<file path="src/rtl/trap_vec_pkg.sv">
package trap_vec_pkg;
  typedef enum logic [1:0] {
    VC_RECOV = 2'd0,
    VC_HYP   = 2'd1,
    VC_SUP   = 2'd2,
    VC_ERR   = 2'd3
  } vec_class_e;

  typedef enum logic [1:0] {
    LV_USER = 2'd0,
    LV_SUP  = 2'd1,
    LV_HYP  = 2'd2
  } priv_lvl_e;

  localparam int RECOV_TT     = 5;
  localparam int WDOG_TT      = 2;
  localparam int HYP_TT_FLOOR = 384;
  localparam int INSN_BYTES   = 4;
endpackage

</file>
<file path="src/rtl/tv_level_decode.sv">
module tv_level_decode
  import trap_vec_pkg::*;
(
  input  logic      hyp_mode,
  input  logic      priv_mode,
  output priv_lvl_e cur_lvl,
  output priv_lvl_e tgt_lvl
);
  always_comb begin
    if (hyp_mode)       cur_lvl = LV_HYP;
    else if (priv_mode) cur_lvl = LV_SUP;
    else                cur_lvl = LV_USER;
  end

  // user traps land in supervisor mode; other modes stay where they are
  always_comb begin
    if (cur_lvl == LV_USER) tgt_lvl = LV_SUP;
    else                    tgt_lvl = cur_lvl;
  end
endmodule

</file>
<file path="src/rtl/tv_class_select.sv">
module tv_class_select
  import trap_vec_pkg::*;
#(
  parameter int TL_W = 3,
  parameter int TT_W = 9
) (
  input  logic [TL_W-1:0] trap_lvl,
  input  logic [TL_W-1:0] max_tl,
  input  logic [TL_W-1:0] max_ptl,
  input  logic            recov_mode,
  input  priv_lvl_e       tgt_lvl,
  input  logic [TT_W-1:0] trap_type,
  output vec_class_e      vclass,
  output logic [TT_W-1:0] vec_tt,
  output logic            deep_nest
);
  localparam int XW = TL_W + 1;

  logic [XW-1:0] next_lvl;
  logic          at_last_minus1;
  logic          at_last;
  logic          over_sup;
  logic          high_type;

  assign next_lvl       = {1'b0, trap_lvl} + XW'(1);
  assign at_last_minus1 = (next_lvl == {1'b0, max_tl});
  assign at_last        = (trap_lvl == max_tl);
  assign over_sup       = (trap_lvl > max_ptl);
  assign high_type      = (int'(trap_type) >= HYP_TT_FLOOR);
  assign deep_nest      = (next_lvl > XW'(1));

  // ordered priority: recovery, error, watchdog redirect, hypervisor, supervisor
  always_comb begin
    vclass = VC_SUP;
    vec_tt = trap_type;
    if (recov_mode || at_last_minus1) begin
      vclass = VC_RECOV;
      vec_tt = TT_W'(RECOV_TT);
    end else if (at_last) begin
      vclass = VC_ERR;
    end else if (over_sup && tgt_lvl == LV_SUP) begin
      vclass = VC_HYP;
      vec_tt = TT_W'(WDOG_TT);
    end else if (tgt_lvl == LV_HYP || (tgt_lvl == LV_SUP && high_type)) begin
      vclass = VC_HYP;
    end
  end
endmodule

</file>
<file path="src/rtl/tv_addr_gen.sv">
module tv_addr_gen
  import trap_vec_pkg::*;
#(
  parameter int              ADDR_W     = 64,
  parameter int              TT_W       = 9,
  parameter logic [ADDR_W-1:0] RECOV_BASE = 64'h0000_00FF_F000_0000
) (
  input  vec_class_e        vclass,
  input  logic [TT_W-1:0]   vec_tt,
  input  logic              deep_nest,
  input  logic [ADDR_W-1:0] sup_base,
  input  logic [ADDR_W-1:0] hyp_base,
  output logic [ADDR_W-1:0] pc,
  output logic [ADDR_W-1:0] npc,
  output logic [ADDR_W-1:0] nnpc
);
  localparam int OFF_W = TT_W + 5;
  localparam logic [ADDR_W-1:0] M8  = ADDR_W'(64'hFF);
  localparam logic [ADDR_W-1:0] M14 = ADDR_W'(64'h3FFF);
  localparam logic [ADDR_W-1:0] M15 = ADDR_W'(64'h7FFF);
  localparam logic [ADDR_W-1:0] B14 = ADDR_W'(64'h4000);
  localparam logic [ADDR_W-1:0] STEP = ADDR_W'(INSN_BYTES);

  logic [ADDR_W-1:0] off;
  logic [ADDR_W-1:0] pc_recov;
  logic [ADDR_W-1:0] pc_hyp;
  logic [ADDR_W-1:0] pc_sup;

  assign off      = ADDR_W'({vec_tt, 5'b0_0000});
  assign pc_recov = RECOV_BASE | (off & M8);
  assign pc_hyp   = (hyp_base & ~M14) | (off & M14);
  assign pc_sup   = (sup_base & ~M15) | (deep_nest ? B14 : '0) | (off & M14);

  always_comb begin
    unique case (vclass)
      VC_RECOV: pc = pc_recov;
      VC_HYP:   pc = pc_hyp;
      VC_SUP:   pc = pc_sup;
      default:  pc = '0;
    endcase
  end

  assign npc  = (vclass == VC_ERR) ? '0 : pc + STEP;
  assign nnpc = (vclass == VC_ERR) ? '0 : pc + STEP + STEP;

  logic unused_w;
  assign unused_w = ^off[ADDR_W-1:0] & 1'b0;
  initial assert (OFF_W <= ADDR_W);
endmodule

</file>
<file path="src/rtl/trap_vector_gen.sv">
module trap_vector_gen
  import trap_vec_pkg::*;
#(
  parameter int                ADDR_W     = 64,
  parameter int                TL_W       = 3,
  parameter int                TT_W       = 9,
  parameter logic [ADDR_W-1:0] RECOV_BASE = 64'h0000_00FF_F000_0000
) (
  input  logic              clk,
  input  logic              rst,
  input  logic              trap_req,
  input  logic [TL_W-1:0]   trap_lvl,
  input  logic [TL_W-1:0]   max_tl,
  input  logic [TL_W-1:0]   max_ptl,
  input  logic              recov_mode,
  input  logic              hyp_mode,
  input  logic              priv_mode,
  input  logic [TT_W-1:0]   trap_type,
  input  logic [ADDR_W-1:0] sup_base,
  input  logic [ADDR_W-1:0] hyp_base,
  output logic              out_valid,
  output logic              out_error,
  output logic [1:0]        out_class,
  output logic [ADDR_W-1:0] out_pc,
  output logic [ADDR_W-1:0] out_npc,
  output logic [ADDR_W-1:0] out_nnpc,
  output logic [TT_W-1:0]   out_tt
);
  priv_lvl_e         cur_lvl, tgt_lvl;
  vec_class_e        vclass;
  logic [TT_W-1:0]   vec_tt;
  logic              deep_nest;
  logic [ADDR_W-1:0] pc_c, npc_c, nnpc_c;

  tv_level_decode u_lvl (
    .hyp_mode (hyp_mode),
    .priv_mode(priv_mode),
    .cur_lvl  (cur_lvl),
    .tgt_lvl  (tgt_lvl)
  );

  tv_class_select #(.TL_W(TL_W), .TT_W(TT_W)) u_sel (
    .trap_lvl  (trap_lvl),
    .max_tl    (max_tl),
    .max_ptl   (max_ptl),
    .recov_mode(recov_mode),
    .tgt_lvl   (tgt_lvl),
    .trap_type (trap_type),
    .vclass    (vclass),
    .vec_tt    (vec_tt),
    .deep_nest (deep_nest)
  );

  tv_addr_gen #(.ADDR_W(ADDR_W), .TT_W(TT_W), .RECOV_BASE(RECOV_BASE)) u_addr (
    .vclass   (vclass),
    .vec_tt   (vec_tt),
    .deep_nest(deep_nest),
    .sup_base (sup_base),
    .hyp_base (hyp_base),
    .pc       (pc_c),
    .npc      (npc_c),
    .nnpc     (nnpc_c)
  );

  always_ff @(posedge clk) begin
    if (rst) begin
      out_valid <= 1'b0;
      out_error <= 1'b0;
      out_class <= '0;
      out_pc    <= '0;
      out_npc   <= '0;
      out_nnpc  <= '0;
      out_tt    <= '0;
    end else begin
      out_valid <= trap_req;
      if (trap_req) begin
        out_error <= (vclass == VC_ERR);
        out_class <= vclass;
        out_pc    <= pc_c;
        out_npc   <= npc_c;
        out_nnpc  <= nnpc_c;
        out_tt    <= vec_tt;
      end
    end
  end

  logic cur_unused;
  assign cur_unused = ^cur_lvl;

  assert_valid_follows_R8: assert property (@(posedge clk) disable iff (rst)
    trap_req |=> out_valid);
  assert_valid_drops_R8: assert property (@(posedge clk) disable iff (rst)
    !trap_req |=> !out_valid);
  assert_hold_idle_R8: assert property (@(posedge clk) disable iff (rst)
    !trap_req |=> ($stable(out_pc) && $stable(out_class) && $stable(out_tt)));
  assert_step_addr_R7: assert property (@(posedge clk) disable iff (rst)
    (out_valid && out_class != VC_ERR) |->
      (out_npc == out_pc + ADDR_W'(4) && out_nnpc == out_pc + ADDR_W'(8)));
  assert_recov_type_R2: assert property (@(posedge clk) disable iff (rst)
    (out_valid && out_class == VC_RECOV) |-> out_tt == TT_W'(RECOV_TT));
  assert_error_flag_R3: assert property (@(posedge clk) disable iff (rst)
    out_valid |-> (out_error == (out_class == VC_ERR)) &&
                  (!out_error || out_pc == '0));
endmodule

</file>
<file path="config.mk">
export PLATFORM = sky130hd
export DESIGN_NAME = trap_vector_gen
export DESIGN_NICKNAME = d
export VERILOG_FILES = /design/src/rtl/trap_vec_pkg.sv /design/src/rtl/tv_level_decode.sv /design/src/rtl/tv_class_select.sv /design/src/rtl/tv_addr_gen.sv /design/src/rtl/trap_vector_gen.sv
export SDC_FILE = /design/constraint.sdc
export NUM_CORES = 1
export LEC_CHECK = 0
export BUFFER_PORTS_ARGS = -buffer_cell sky130_fd_sc_hd__buf_2
export CORE_AREA = 5 5 136 138
export DETAILED_ROUTE_END_ITERATION = 16
export DIE_AREA = 0 0 141 143
export PLACE_DENSITY = 0.65
export REMOVE_ABC_BUFFERS = 1
export SYNTH_ARGS = -nofsm -noshare
export SYNTH_HDL_FRONTEND = slang
export SYNTH_SLANG_ARGS = --single-unit
</file>
<file path="constraint.sdc">
create_clock -name clk -period 1.9 [get_ports clk]
set_input_delay 0.095 -clock clk [delete_from_list [all_inputs] [get_ports clk]]
set_output_delay 0.095 -clock clk [all_outputs]
set_load 0.02 [all_outputs]
</file>
==> run metrics <==
critical path required time=2.20 ns; initial antenna violation count=0; YS warnings=0; Yosys cell types=42; WL/cell=15.0 um; TritonCTS clock tree=built; H-tree depth=4; Port-buffer cells=313; Post-synth EDFFs=0; max_cap viols=0; Area growth syn-to-layout=47.6%; top_reg_cell synth=dfxtp_1; vias in the first global route=5338; pwr dens=963 mW/mm^2; P_leak=4.23 nW; Hold Path Class=in2reg; Max Slew Vio Count=0; crit start category=input port; Peak VDD IR=0.563 mV; clock tree buffer depth=2; status=complete, but fails checks; failing checks=negative hold slack; cell row count=48; # clock sinks=132; gp weighted congestion=0.789; asr flop ratio synth=0%; register area share after synthesis=46.6%; Hold WS=-0.00934 ns; final core utilization=49.1%; Worst Tran Pin Value=0.524 ns; worst r2r dst=out_nnpc[3]$_SDFFE_PP0P_; cell area after layout=0.00837 mm^2; Power, Total=8.06 mW; # fillers=1612; Clock Latency Late Sink=0.40 ns; crit share post-route=97.0%; setup TNS=0 ns; Setup Viol. Count Final=0; Setup CP Type=in2reg; placed insts=1080; Final min period=1.84 ns; Slew HR=65.0%; CTS buffer count=17; Worst Path Max Fanout=8; DP HPWL=12400 um; Global Route Usage Sum=16.9%; CTS clk-pin slew, worst paths=0.06 ns; R2R setup slack=1.22 ns; clock root cell=clkbuf_16; Initial DRC Count=161; share of post-route cells with drive strength above 1=40.4%; worst hold endpoint=out_pc[59]$_SDFFE_PP0P_; Ant. Diodes=0; Finished Layout Cells=1183; crit end category=flip-flop; largest net degree at the start of global routing=73; origin of the critical flop-to-flop path=out_nnpc[3]$_SDFFE_PP0P_; WL final=17800 um; initial cell density of the core=33.2%; Post-DRT Antenna Nets=0; Worst Path Arrival=2.14 ns; Core Region=0.0171 mm^2; Highest Clock Rate=543 MHz; first-pass GRT wire length=27400 um; # nets final=1104; die area=0.0202 mm^2; Syn Inst Count=625; Post-DP Area=0.00701 mm^2; area of the mapped netlist=0.00567 mm^2; hold path start=hyp_base[59]; syn_area_per_cell=9.07 um^2; drt pass-1 iters=6; Fin Clk Skew=0 ns; final hold viol count=1; R2R cell count=2; grt ovf=0; vias post-DR=5362; crit path from=trap_lvl[2]; Seq cells post-synth=132; die height=143 um; drt drc=0; IO Count=357; Hold Path Cell Cnt=3; Chip Width=141 um; post-DR vias/cell=4.53
==> state kept, by name, indices dropped and copies added, names as in the netlist <==
register,count
out_npc,1
out_class,2
out_pc,59
out_nnpc,59
out_tt,9
out_valid,1
out_error,1
==> timing repair <==
action	4_1_cts	5_1_grt
setup buffers	0	2
hold buffers	70	0
hold endpoints to repair	59	0
setup endpoints to repair	0	12
resized for setup	0	3
==> power by group <==
group | internal [mW] | switching, mW | leakage, nW | total, mW
sequential | 2.96 | 0.118 | 1.08 | 3.08
clock | 2.23 | 1.20 | 0.299 | 3.43
combinational | 0.634 | 0.917 | 2.85 | 1.55
==> per-layer routing <==
metal | part of all wire, % | track usage (%) | vias to the layer above
met1 | 41 | 20.1 | 2418
met5 | 0 | 0 | -
li1 | - | - | 2689
met2 | 50 | 29.4 | 224
met3 | 6.9 | 4.76 | 31
met4 | 2.2 | 5.86 | 0
==> cell usage in the layout (no fill, tap or decap), types with 2 or more instances in the layout <==
master,n
a211oi_1,2
inv_1,7
nor3_1,6
clkinv_4,3
o21ai_1,30
and3_1,13
clkinv_2,2
o21ai_0,60
a21o_1,4
nand2_1,105
buf_4,14
nor2b_1,8
clkinvlp_4,2
buf_2,313
dfxtp_1,132
a21boi_0,12
mux2i_2,2
mux2i_1,35
conb_1,13
dlygate4sd3_1,69
buf_12,5
clkbuf_16,18
xnor2_1,4
o211ai_4,2
a22o_2,10
nor2_1,13
a21oi_1,34
bufinv_16,4
a22o_1,8
nor3_4,2
ha_1,6
==> critical path: stages <==
cell	delay, ns
buf_2	0.11
ha_1	0.32
and3b_1	0.18
o21ai_2	0.15
and2_4	0.22
buf_12	0.16
mux2i_2	0.26
dlygate4sd3_1	0.59
o21ai_1	0.06
==> through the flow <==
stage	setup slack [ns]	hold WS, ns
floorplan	-2.40	0.164
global placement	0.0112	0.378
detailed placement	-0.0228	0.390
CTS	0.0370	0.00192
global route	-0.0119	0.0120
finish	0.0574	-0.00934
==> cell usage after synthesis (2+ instances only) <==
cell	number	share of area, %
buf_4	76	10
buf_2	5	0.44
nor2b_1	8	0.88
nor3_1	6	0.53
clkbuf_1	23	1.5
buf_6	7	1.4
inv_1	7	0.46
nand2_1	105	7.0
o21ai_0	60	5.3
a21oi_1	34	3.0
a21o_1	4	0.53
ha_1	6	1.3
nor3_4	2	0.57
a22o_1	8	1.2
a211oi_1	2	0.26
xnor2_1	4	0.62
dfxtp_1	132	47
nor2_1	14	0.93
mux2i_1	37	6.5
o21ai_1	31	2.7
a21boi_0	12	1.6
a22o_2	10	1.8
and3_1	13	1.4
==> cell type report <==
class,count,area (um^2),share of cell area [%]
Clock buffer,19,443,5.29
Clock inverter,12,180,2.15
Inverter,7,26.3,0.314
Multi-Input combinational cell,386,2310,27.6
Sequential cell,132,2640,31.6
Tap cell,225,282,3.36
Timing Repair Buffer,402,2490,29.7
==> worst max path at each step <==
stage	to	slack [ns]	depth (start not counted)
floorplan	out_nnpc[10]$_SDFFE_PP0P_	-2.40	2
global placement	out_pc[23]$_SDFFE_PP0P_	0.01	9
detailed placement	out_nnpc[10]$_SDFFE_PP0P_	-0.02	8
CTS	out_nnpc[16]$_SDFFE_PP0P_	0.04	9
global route	out_pc[42]$_SDFFE_PP0P_	-0.01	9
finish	out_pc[42]$_SDFFE_PP0P_	0.06	9
==> cells by family (layout without fill, tap and decap cells) <==
group	count (synthesis)	in the layout	synth area share [%]
flip-flops	132	132	46.6
other	1	13	0.0661
multiplexers	37	37	6.53
XOR/XNOR	5	5	1.02
AND/OR/NAND/NOR	155	155	12.4
buffers and inverters	119	440	14.0
AO/OA/AOI/OAI	170	170	18.1
adder cells (fa/ha/maj)	6	6	1.32
(Power assumes the default switching activity.)
